==> src/rtl/aes_ks_pkg.sv <==
package aes_ks_pkg;

    typedef enum logic [1:0] {
        KS_128 = 2'd0,
        KS_192 = 2'd1,
        KS_256 = 2'd2
    } ks_size_e;

    typedef enum logic [1:0] {
        PH_IDLE = 2'd0,
        PH_LOAD = 2'd1,
        PH_GEN  = 2'd2
    } ks_phase_e;

    typedef struct packed {
        ks_phase_e   phase;
        ks_size_e    size;
        logic [5:0]  widx;   // words emitted so far in this run
        logic [2:0]  ph;     // word index modulo Nk
        logic [3:0]  ridx;   // round-constant index
        logic        valid;
        logic [31:0] word;
    } ks_state_t;

    function automatic ks_size_e ks_decode(input logic [1:0] code);
        case (code)
            2'd1:    return KS_192;
            2'd2:    return KS_256;
            default: return KS_128;
        endcase
    endfunction

    // Nk - 1 for each key size
    function automatic logic [2:0] nk_last(input ks_size_e s);
        case (s)
            KS_192:  return 3'd5;
            KS_256:  return 3'd7;
            default: return 3'd3;
        endcase
    endfunction

    // total schedule words - 1 (4 * (Nk + 7) - 1)
    function automatic logic [5:0] word_last(input ks_size_e s);
        case (s)
            KS_192:  return 6'd51;
            KS_256:  return 6'd59;
            default: return 6'd43;
        endcase
    endfunction

    function automatic logic [7:0] gf_mul(input logic [7:0] a, input logic [7:0] b);
        logic [7:0] acc;
        logic [7:0] x;
        acc = 8'h00;
        x   = a;
        for (int k = 0; k < 8; k++) begin
            if (b[k]) acc = acc ^ x;
            x = {x[6:0], 1'b0} ^ (x[7] ? 8'h1b : 8'h00);
        end
        return acc;
    endfunction

    // multiplicative inverse as a^254 (0 maps to 0)
    function automatic logic [7:0] gf_inv(input logic [7:0] a);
        logic [7:0] r;
        logic [7:0] p;
        r = 8'h01;
        p = a;
        for (int k = 1; k < 8; k++) begin
            p = gf_mul(p, p);
            r = gf_mul(r, p);
        end
        return r;
    endfunction

    function automatic logic [7:0] sbox_fn(input logic [7:0] a);
        logic [7:0] v;
        v = gf_inv(a);
        return v ^ {v[6:0], v[7]} ^ {v[5:0], v[7:6]} ^ {v[4:0], v[7:5]}
                 ^ {v[3:0], v[7:4]} ^ 8'h63;
    endfunction

    function automatic logic [7:0] rcon_of(input logic [3:0] idx);
        case (idx)
            4'd0: return 8'h01;
            4'd1: return 8'h02;
            4'd2: return 8'h04;
            4'd3: return 8'h08;
            4'd4: return 8'h10;
            4'd5: return 8'h20;
            4'd6: return 8'h40;
            4'd7: return 8'h80;
            4'd8: return 8'h1b;
            4'd9: return 8'h36;
            default: return 8'h00;
        endcase
    endfunction

endpackage

==> src/rtl/aes_ks_sbox.sv <==
module aes_ks_sbox
    import aes_ks_pkg::*;
(
    input  logic [7:0] sb_in,
    output logic [7:0] sb_out
);
    assign sb_out = sbox_fn(sb_in);
endmodule

==> src/rtl/aes_ks_xform.sv <==
module aes_ks_xform
    import aes_ks_pkg::*;
#(
    parameter logic [7:0] SBOX_MASK = 8'h00,
    parameter int         LANES     = 4
) (
    input  logic [8*LANES-1:0] last_word,
    input  logic               rot_en,
    input  logic               sub_en,
    input  logic [3:0]         rcon_idx,
    output logic [8*LANES-1:0] xf_word,
    output logic [8*LANES-1:0] sb_in
);
    localparam int W = 8 * LANES;

    logic [W-1:0] rotated;
    logic [W-1:0] sb_out;

    // byte rotation is wiring only
    assign rotated = {last_word[W-9:0], last_word[W-1:W-8]};

    // inputs held at the mask whenever the schedule needs no substitution
    assign sb_in = rot_en ? rotated : (sub_en ? last_word : {LANES{SBOX_MASK}});

    for (genvar g = 0; g < LANES; g++) begin : g_lane
        aes_ks_sbox u_sb (
            .sb_in (sb_in[8*g +: 8]),
            .sb_out(sb_out[8*g +: 8])
        );
    end

    // the constant only touches the top byte
    assign xf_word = {sb_out[W-1:W-8] ^ (rot_en ? rcon_of(rcon_idx) : 8'h00),
                      sb_out[W-9:0]};
endmodule

==> src/rtl/aes_ks_window.sv <==
module aes_ks_window
    import aes_ks_pkg::*;
#(
    parameter int STAGES = 4,
    parameter int WORD_W = 32
) (
    input  logic              clk,
    input  logic              rst_n,
    input  logic              push,
    input  logic [WORD_W-1:0] push_word,
    input  ks_size_e          size,
    output logic [WORD_W-1:0] newest,
    output logic [WORD_W-1:0] tap,
    output logic              bank_b_en
);
    localparam int HALF = STAGES / 2;

    logic [WORD_W-1:0] a_q [STAGES];
    logic [WORD_W-1:0] a_d [STAGES];
    logic [WORD_W-1:0] b_q [STAGES];
    logic [WORD_W-1:0] b_d [STAGES];
    logic [STAGES-1:0] b_stage_en;

    always_comb begin
        bank_b_en = push && (size != KS_128);
        for (int s = 0; s < STAGES; s++) begin
            b_stage_en[s] = bank_b_en && ((size == KS_256) || (s < HALF));
        end
        a_d = a_q;
        b_d = b_q;
        if (push) begin
            a_d[0] = push_word;
            for (int s = 1; s < STAGES; s++) a_d[s] = a_q[s-1];
        end
        if (b_stage_en[0]) b_d[0] = a_q[STAGES-1];
        for (int s = 1; s < STAGES; s++) begin
            if (b_stage_en[s]) b_d[s] = b_q[s-1];
        end
    end

    always_ff @(posedge clk or negedge rst_n) begin
        if (!rst_n) begin
            for (int s = 0; s < STAGES; s++) begin
                a_q[s] <= '0;
                b_q[s] <= '0;
            end
        end else begin
            a_q <= a_d;
            b_q <= b_d;
        end
    end

    assign newest = a_q[0];

    always_comb begin
        case (size)
            KS_192:  tap = b_q[HALF-1];
            KS_256:  tap = b_q[STAGES-1];
            default: tap = a_q[STAGES-1];
        endcase
    end
endmodule

==> src/rtl/aes_key_sched.sv <==
module aes_key_sched
    import aes_ks_pkg::*;
#(
    parameter logic [7:0] SBOX_MASK = 8'h00
) (
    input  logic        clk,
    input  logic        rst_n,
    input  logic        start,
    input  logic [1:0]  ksize,
    input  logic        kin_valid,
    input  logic [31:0] kin_word,
    output logic        rk_valid,
    output logic [31:0] rk_word
);
    localparam int LANES  = 4;
    localparam int WORD_W = 8 * LANES;
    localparam int STAGES = 4;
    localparam ks_state_t ST_RESET = '{PH_IDLE, KS_128, 6'd0, 3'd0, 4'd0, 1'b0, 32'd0};

    ks_state_t         st_q, st_d;
    logic              push;
    logic [WORD_W-1:0] push_word, gen_word;
    logic [WORD_W-1:0] newest, tap, xf_word, sb_in;
    logic              rot_en, sub_en, sb_act, bank_b_en;
    logic              loading, generating;

    aes_ks_window #(.STAGES(STAGES), .WORD_W(WORD_W)) u_win (
        .clk      (clk),
        .rst_n    (rst_n),
        .push     (push),
        .push_word(push_word),
        .size     (st_q.size),
        .newest   (newest),
        .tap      (tap),
        .bank_b_en(bank_b_en)
    );

    aes_ks_xform #(.SBOX_MASK(SBOX_MASK), .LANES(LANES)) u_xf (
        .last_word(newest),
        .rot_en   (rot_en),
        .sub_en   (sub_en),
        .rcon_idx (st_q.ridx),
        .xf_word  (xf_word),
        .sb_in    (sb_in)
    );

    assign loading    = (st_q.phase == PH_LOAD);
    assign generating = (st_q.phase == PH_GEN);

    always_comb begin
        st_d       = st_q;
        st_d.valid = 1'b0;
        rot_en     = generating && (st_q.ph == 3'd0);
        sub_en     = generating && (st_q.size == KS_256) && (st_q.ph == 3'd4);
        sb_act     = rot_en || sub_en;
        gen_word   = tap ^ (sb_act ? xf_word : newest);
        push       = 1'b0;
        push_word  = gen_word;

        if (start) begin
            st_d.phase = PH_LOAD;
            st_d.size  = ks_decode(ksize);
            st_d.widx  = 6'd0;
            st_d.ph    = 3'd0;
            st_d.ridx  = 4'd0;
        end else if (loading) begin
            if (kin_valid) begin
                push      = 1'b1;
                push_word = kin_word;
            end
        end else if (generating) begin
            push = 1'b1;
        end

        if (push) begin
            st_d.valid = 1'b1;
            st_d.word  = push_word;
            st_d.widx  = st_q.widx + 6'd1;
            st_d.ph    = (st_q.ph == nk_last(st_q.size)) ? 3'd0 : st_q.ph + 3'd1;
            if (loading && (st_q.ph == nk_last(st_q.size))) st_d.phase = PH_GEN;
            if (generating && (st_q.widx == word_last(st_q.size))) st_d.phase = PH_IDLE;
            if (rot_en) st_d.ridx = st_q.ridx + 4'd1;
        end
    end

    always_ff @(posedge clk or negedge rst_n) begin
        if (!rst_n) st_q <= ST_RESET;
        else        st_q <= st_d;
    end

    assign rk_valid = st_q.valid;
    assign rk_word  = st_q.word;
endmodule

==> config.mk <==
export PLATFORM = sky130hd
export DESIGN_NAME = aes_key_sched
export DESIGN_NICKNAME = d
export VERILOG_FILES = /design/src/rtl/aes_ks_pkg.sv /design/src/rtl/aes_ks_sbox.sv /design/src/rtl/aes_ks_xform.sv /design/src/rtl/aes_ks_window.sv /design/src/rtl/aes_key_sched.sv
export SDC_FILE = /design/constraint.sdc
export NUM_CORES = 2
export LEC_CHECK = 0
export BUFFER_PORTS_ARGS = -buffer_cell sky130_fd_sc_hd__buf_2
export CELL_PAD_IN_SITES_DETAIL_PLACEMENT = 0
export CELL_PAD_IN_SITES_GLOBAL_PLACEMENT = 1
export CORE_MARGIN = 2
export CORE_UTILIZATION = 44
export CTS_BUF_LIST = sky130_fd_sc_hd__clkbuf_8
export DETAILED_ROUTE_END_ITERATION = 8
export PLACE_DENSITY = 0.85
export SLEW_MARGIN = 20
export SYNTH_ARGS = -nofsm -noshare
export SYNTH_HDL_FRONTEND = slang
export SYNTH_SLANG_ARGS = --single-unit
==> constraint.sdc <==
create_clock -name clk -period 23.2 [get_ports clk]
set_input_delay 1.16 -clock clk [delete_from_list [all_inputs] [get_ports clk]]
set_output_delay 1.16 -clock clk [all_outputs]
set_load 0.005 [all_outputs]
[Word-level counts from Yosys, hierarchy flattened]
Memory sizes are Yosys's and may differ from the RTL's.
Index checks and enable logic that the tools add are counted.
W data, S select, Z words.
Operators by class
  add/sub/neg operators: 3
  equal/unequal tests: 9
  muxes and demuxes: 836
  bitwise operators: 778
  reduce and logical (&&, ||, !) cells: 11
Operators with widths (number)
  $mux W8: 421
  $xor A8 B8 Y8: 381
  $xor A8 B5 Y8: 364
  $mux W5: 368
  $mux W32: 6
  $pmux W32 S2: 1
  $mux W46: 1
  $xor A32 B32 Y32: 1
  $mux W6: 5
  $mux W7: 4
  $not A1 Y1 const A: 28
  $mux W4: 5
  $mux W3: 6
  $mux W17: 1
  $not A4 Y4: 4
  $mux W2: 7
  $pmux W5 S2: 1
  $mux W1: 8
  $logic_and A1 B1 Y1: 7
  $add A6 B1 Y6 const B: 1
  $eq A2 B1 Y1 const B: 3
  $eq A2 B2 Y1 const B: 3
  $eq A6 B6 Y1: 1
  $pmux W3 S2: 1
  other kinds (8): 9
Word-level totals
  register bits: 274
  bits in read-only memories: 128
  output and inout port bits: 33
  logic and storage cells: 1652
  memories: 1
Memories
  (name not given): depth 16, bits a word 8, rd ports 1, clocked after memory_dff 0, write ports 0, line aes_ks_pkg.sv:84  | case (idx)

[Longest topological paths before layout]
  depth in word-level cells: 144
  gate-level depth with buffers: 76
  mapped depth without buffers: 63

[Hierarchy]
From an unflattened synthesis, not the netlist that was laid out.
Second synthesis, totals
  cell total of the unflattened synthesis: 8977
  area, all modules: 76564.7 um2
Modules (own cells, without submodules)
  aes_ks_sbox: times used 4, cells each 1942, area each 15220.8 um2, seq. area each 0.0 um2
  aes_ks_window: times used 1, cells each 689, area each 10802.9 um2, seq. area each 6406.1 um2
  aes_key_sched: times used 1, cells each 448, area each 4296.6 um2, seq. area each 1251.2 um2
  aes_ks_xform: times used 1, cells each 72, area each 581.8 um2, seq. area each 0.0 um2

[Worst setup path before layout]
Ideal clock, no wire load.
  path kind: register to register
  start point: register st_q[46] in the netlist's numbering
  end point: register u_win.a_q (netlist bit u_win.newest[9])
  library setup time: 0.132 ns
  arrival: 17.456 ns
  slack: 5.613 ns
  stages on the path, launching flop included: 73
  buffers on the path: 18
  period minus slack after synthesis: 17.587 ns
  path through: dfrtp_1 inv_1 ha_1 buf_2 inv_1 a21o_1 buf_2 buf_6 clkbuf_1 buf_2 buf_2 buf_1 clkbuf_1 clkbuf_1 nor2_1 ha_1 clkbuf_1 xnor3_1 [37 not listed] xnor3_2 o21a_1 o21ai_1 xnor3_1 xnor2_2 xnor3_1 xor2_1 nor2_1 xnor3_1 xor3_1 xnor3_1 xnor2_2 xor2_1 xnor2_1 o21ai_1 xnor2_1 mux2i_1 o21ai_1
Between the ends
  cells in the longest elaborated chain, start to end: 139
  elaborated cells on any way between the ends: 403
RTL lines
  from (decl): line aes_key_sched.sv:20  | ks_state_t st_q, st_d;
  from (signal assigned): line aes_key_sched.sv:88  | else st_q <= st_d;
  $eq A2 B2 Y1
  $logic_and A1 B1 Y1 (2 in series): line aes_key_sched.sv:54  | sub_en = generating && (st_q.size == KS_256) && (st_q.ph == 3'd4);
  $mux W32 (2 in series): line aes_ks_xform.sv:23  | assign sb_in = rot_en ? rotated : (sub_en ? last_word : {LANES{SBOX_MASK}});
  $mux W5, or another cell as far along: line aes_ks_pkg.sv:58  | x = {x[6:0], 1'b0} ^ (x[7] ? 8'h1b : 8'h00);
  $xor A8 B5 Y8 / $xor A8 B8 Y8 (equally long branches): line aes_ks_pkg.sv:58, aes_ks_pkg.sv:57
  $xor A8 B8 Y8 / $mux W8 (equally long branches): line aes_ks_pkg.sv:57  | if (b[k]) acc = acc ^ x;
  $mux W8 / $xor A8 B8 Y8 (equally long branches): line aes_ks_pkg.sv:57
  $xor A8 B8 Y8 / $mux W8 (equally long branches): line aes_ks_pkg.sv:57
  [119 not listed]
  $xor A8 B8 Y8 (3 in series): line aes_ks_pkg.sv:79  | return v ^ {v[6:0], v[7]} ^ {v[5:0], v[7:6]} ^ {v[4:0], v[7:5]}
  $xor A8 B8 Y8: line aes_ks_pkg.sv:80  | ^ {v[3:0], v[7:4]} ^ 8'h63;
  $not A4 Y4 (no source line)
  $mux W32: line aes_key_sched.sv:56  | gen_word = tap ^ (sb_act ? xf_word : newest);
  $xor A32 B32 Y32 (*): line aes_key_sched.sv:56
  $mux W32: line aes_key_sched.sv:67  | if (kin_valid) begin
  $mux W32: line aes_key_sched.sv:66  | end else if (loading) begin
  $mux W32 (*): line aes_key_sched.sv:60  | if (start) begin
  to (signal, indexed assignment): line aes_ks_window.sv:44  | a_q[s] <= '0;
  to (signal assigned): line aes_ks_window.sv:48  | a_q <= a_d;
  to (decl): line aes_ks_window.sv:18  | logic [WORD_W-1:0] a_q [STAGES];
Every way passes the cells marked *; elsewhere a longest branch is shown, timed or not.
A chain may end at the register's enable or synchronous reset.

[Worst setup path after layout]
  start point: register st_q[37] in the netlist's numbering
  end point: register u_win.a_q (netlist bit u_win.newest[9])
Between the ends
  cells in the longest elaborated chain, start to end: 138
  elaborated cells on any way between the ends: 402
RTL lines (line)
  $eq A3 B3 Y1: aes_key_sched.sv:54
  $logic_and A1 B1 Y1: aes_key_sched.sv:54
  $mux W32 (2 in series): aes_ks_xform.sv:23
  $mux W5, or another cell as far along: aes_ks_pkg.sv:58
  $xor A8 B5 Y8 / $xor A8 B8 Y8 (equally long branches): aes_ks_pkg.sv:58, aes_ks_pkg.sv:57
  $xor A8 B8 Y8 / $mux W8 (equally long branches): aes_ks_pkg.sv:57
  $mux W8 / $xor A8 B8 Y8 (equally long branches): aes_ks_pkg.sv:57
  $xor A8 B8 Y8 / $mux W8 (equally long branches): aes_ks_pkg.sv:57
  [119 not listed]
  $xor A8 B8 Y8 (3 in series): aes_ks_pkg.sv:79
  $xor A8 B8 Y8: aes_ks_pkg.sv:80
  $not A4 Y4 (no source line)
  $mux W32 (*): aes_key_sched.sv:56
  $xor A32 B32 Y32 (*): aes_key_sched.sv:56
  $mux W32: aes_key_sched.sv:67
  $mux W32: aes_key_sched.sv:66
  $mux W32 (*): aes_key_sched.sv:60
Marks and branches as above.

==> impl_metrics.tcl <==
set metrics [dict create \
    drive_gt1_share_pct 10.4 \
    synthArstFlopShare_pct 100 \
    synth-compound-area-share_pct 16.5 \
    setup_tns_ns 0 \
    hp-class "flip-flop to flip-flop" \
    die_h_um 399 \
    ir_drop_mv 0.0389 \
    cap_violations 0 \
    crit_path_top_delay_cell "xnor2_2" \
    antenna-diode-count 0 \
    clkTransAtPathRegs_ns 0.06 \
    endpoint_kind "flip-flop" \
    power_frac_seq_pct 30.8 \
    drt-total-wl_um 203000 \
    synth_warnings 0 \
    grt_usage_pct 24.5 \
    numCtsBuffers 46 \
    vias_per_cell 5.86 \
    dieWidth_um 399 \
    cts_max_level 2 \
    synth_xor_area_share_pct 42.0 \
    status "finished, final reports clean" \
    cts_tree "built" \
    ys_top_cells_by_area "xnor2_1 (19%), xnor3_1 (12%), dfrtp_1 (10%)" \
    yosysTopAreaCell "xnor2_1" \
    p_leak_nw 27.8 \
    cp.arrival_ns 21.57 \
    max_freq_ghz 0.0473 \
    synth_edf_count 0 \
    start_util_pct 44.4 \
    synth_top_family_by_area "XOR/XNOR gates" \
    finalCritPeriodShare_pct 91.1 \
    layout.nets 8595 \
    path_class "flip-flop to flip-flop" \
    cp_max_fo 37 \
    synth_fa_ha_area_share_pct 0.614 \
    boundaryPins 71 \
    p_per_area_nw_per_um2 32.4 \
    p_sw_w 0.00101 \
    n_fill_cell 15100 \
    ctsHoldBuffers 0 \
    cp_slowest_stage_delay_ns 0.96 \
    setup_viol_count_final 0 \
    drc_errors 0 \
    p_int_w 0.00131 \
    grt_max_degree 144 \
    p_total_w 0.00232 \
    port_buffers 70 \
    period_needed_ns 21.14 \
    regToRegSetupSlack_ns 2.06 \
    avgSynthCellArea_um2 7.81 \
    worst_slack_ns 2.06 \
    timing.final.max_slew_violations 0 \
    synth_seq_cells 274 \
    rows 144 \
    antenna_found_initial 0 \
    swShare_pct 43.6 \
    post_drt_wl_per_cell_um 19.2 \
    fin_skew_ns 0.0419 \
    root_buffer "clkbuf_8" \
    routabilityCongestion 0.894 \
    vias 62100 \
    cp.required_ns 23.63 \
    relSlewSlack_pct 24.7 \
    synth-main-ff-cell "dfrtp_1" \
    comb_power_share_pct 50.8 \
    multiInputGateArea_um2 58800 \
    seq_area_frac_synth_pct 10.0 \
    core-area_um2 154000 \
    r2r_start "st_q[37]" \
    die_area_um2 159000 \
    clockBufferDepth 3 \
    cts_resized 0 \
    r2r-end "u_win.newest[9]" \
    dpl.hpwl_um 145000 \
    clock_latency_ns 0.58 \
    synthToLayoutAreaGrowth_pct 4.78 \
    netlist_area_um2 68500 \
    grt_pass1_vias 58900 \
    grt_pass1_wl_um 325000 \
    rr_worst_depth 57 \
    post_cts_buffers 0 \
    drt_iter0_drc 5720 \
    synthesis.nets 8846 \
    postRouteAntennaNets 0 \
    dp_slack_ns 2.22 \
    clockPowerShare_pct 18.4 \
    final-hold-violation-count 0 \
    tightest_slew_ns 1.12 \
    synthCells 8776 \
    grt_overflow_total 0 \
    firstDrtPassIters 6 \
    seq_area_um2 6860 \
    synth.mux.area_fraction_pct 6.55 \
    critPathLaunchType "flip-flop" \
    synth_top_area_share_pct 19.0 \
    path_common_cell "xnor3_1" \
    synth-simple-area-share_pct 19.6 \
    synth.distinct_cells 119 \
    hold_start "u_win.a_q[82]" \
    holdPathStages 2 \
    hold_end "u_win.a_q[50]" \
    rsz0062_at_grt "false" \
    cts.sink_count 274 \
]
==> cells in the final DEF (no fill, tap or decap), types with 206 or more instances in the layout <==
master,count
xor2_1,448
dfrtp_1,274
buf_4,262
xnor2_1,1448
mux2i_1,206
nor2_1,1180
a21oi_1,471
nand2_1,1137
o21ai_0,353
xnor3_1,362
==> kinds of logic after synthesis <==
family,count (synthesis)
xor+xnor,2481
mux,410
simple gates,3125
buf+inv,721
fa+ha+maj,34
compound gates,1731
flops,274
==> power by group through the flow <==
| stage | Combinational (W) | Clock (W) | Sequential [W] |
|---|---|---|---|
| 2_1_floorplan | 0.000917 | 0 | 0.000663 |
| 3_3_place_gp | 0.00114 | 0 | 0.000713 |
| 3_5_place_dp | 0.00116 | 0 | 0.000720 |
| 4_1_cts | 0.00117 | 0.000432 | 0.000713 |
| 5_1_grt | 0.00128 | 0.000456 | 0.000728 |
| 6_report | 0.00118 | 0.000427 | 0.000716 |
==> per-stage QoR <==
stage	instances	hold WS, ns	area (um2)	util, %
after floorplan	8776	0.439	68500	-
after global placement	10500	0.445	70800	45.9
after detailed placement	10500	0.450	70800	45.9
after CTS	10600	0.438	71700	46.4
after global routing	10600	0.471	71800	46.5
final	10600	0.448	71800	46.5
==> metal layers <==
metal / share of wire [%] / up-vias / global-route usage, %
met5: 0 / - / 0
met4: 2.6 / 0 / 6.66
met3: 5.4 / 323 / 1.69
met2: 48 / 2135 / 41.4
met1: 44 / 30000 / 33.7
li1: - / 29700 / -
==> critical path, delay by kind of cell (launching register included) <==
kind                       cells  cell delay (ns)
xor gates and xnor gates      33            14.35
and+or+nand+nor                9             1.92
AOI/OAI and AO/OA              3             0.28
adders and majority gates      3             1.41
muxes                          3             0.63
buffers and inverters          6             1.94
DFF                            1             0.38
==> Yosys cell counts (70+ instances only) <==
library cell	n
xor2_1	453
nor2_1	1183
nor3_1	199
xnor3_1	362
buf_2	125
xnor2_2	76
a31oi_1	70
dfrtp_1	274
o21ai_0	353
mux2_2	183
nand3_1	175
clkbuf_1	361
buf_4	83
mux2i_1	209
a22oi_1	90
a21oi_1	472
o22ai_1	110
nand2_1	1137
xnor2_1	1486
==> final cells by class <==
type                       count  share of cell area, %
clock inverter                23                  0.234
timing repair buffer         334                   3.30
multi-input combinational   7781                   81.9
inverter                      88                  0.464
tap                         2044                   3.56
clock buffer                  53                   1.02
sequential                   274                   9.55
==> registers in the layout, summed over array words and instances (netlist names) <==
name          flops
rk_valid          1
u_win.a_q        96
u_win.b_q       128
st_q             17
u_win.newest     32
==> how the worst max path moves through the flow <==
stage	startpoint	endpoint	slack [ns]	depth (start not counted)
after detailed placement	st_q[37]	u_win.newest[9]	2.22	57
final	st_q[37]	u_win.newest[9]	2.06	57
after global placement	st_q[37]	u_win.newest[9]	2.85	57
after global routing	st_q[37]	u_win.newest[9]	0.88	57
after floorplan	st_q[46]	u_win.newest[9]	5.61	72
after CTS	st_q[37]	u_win.newest[9]	2.20	57
Power figures use the tool's default switching activity.
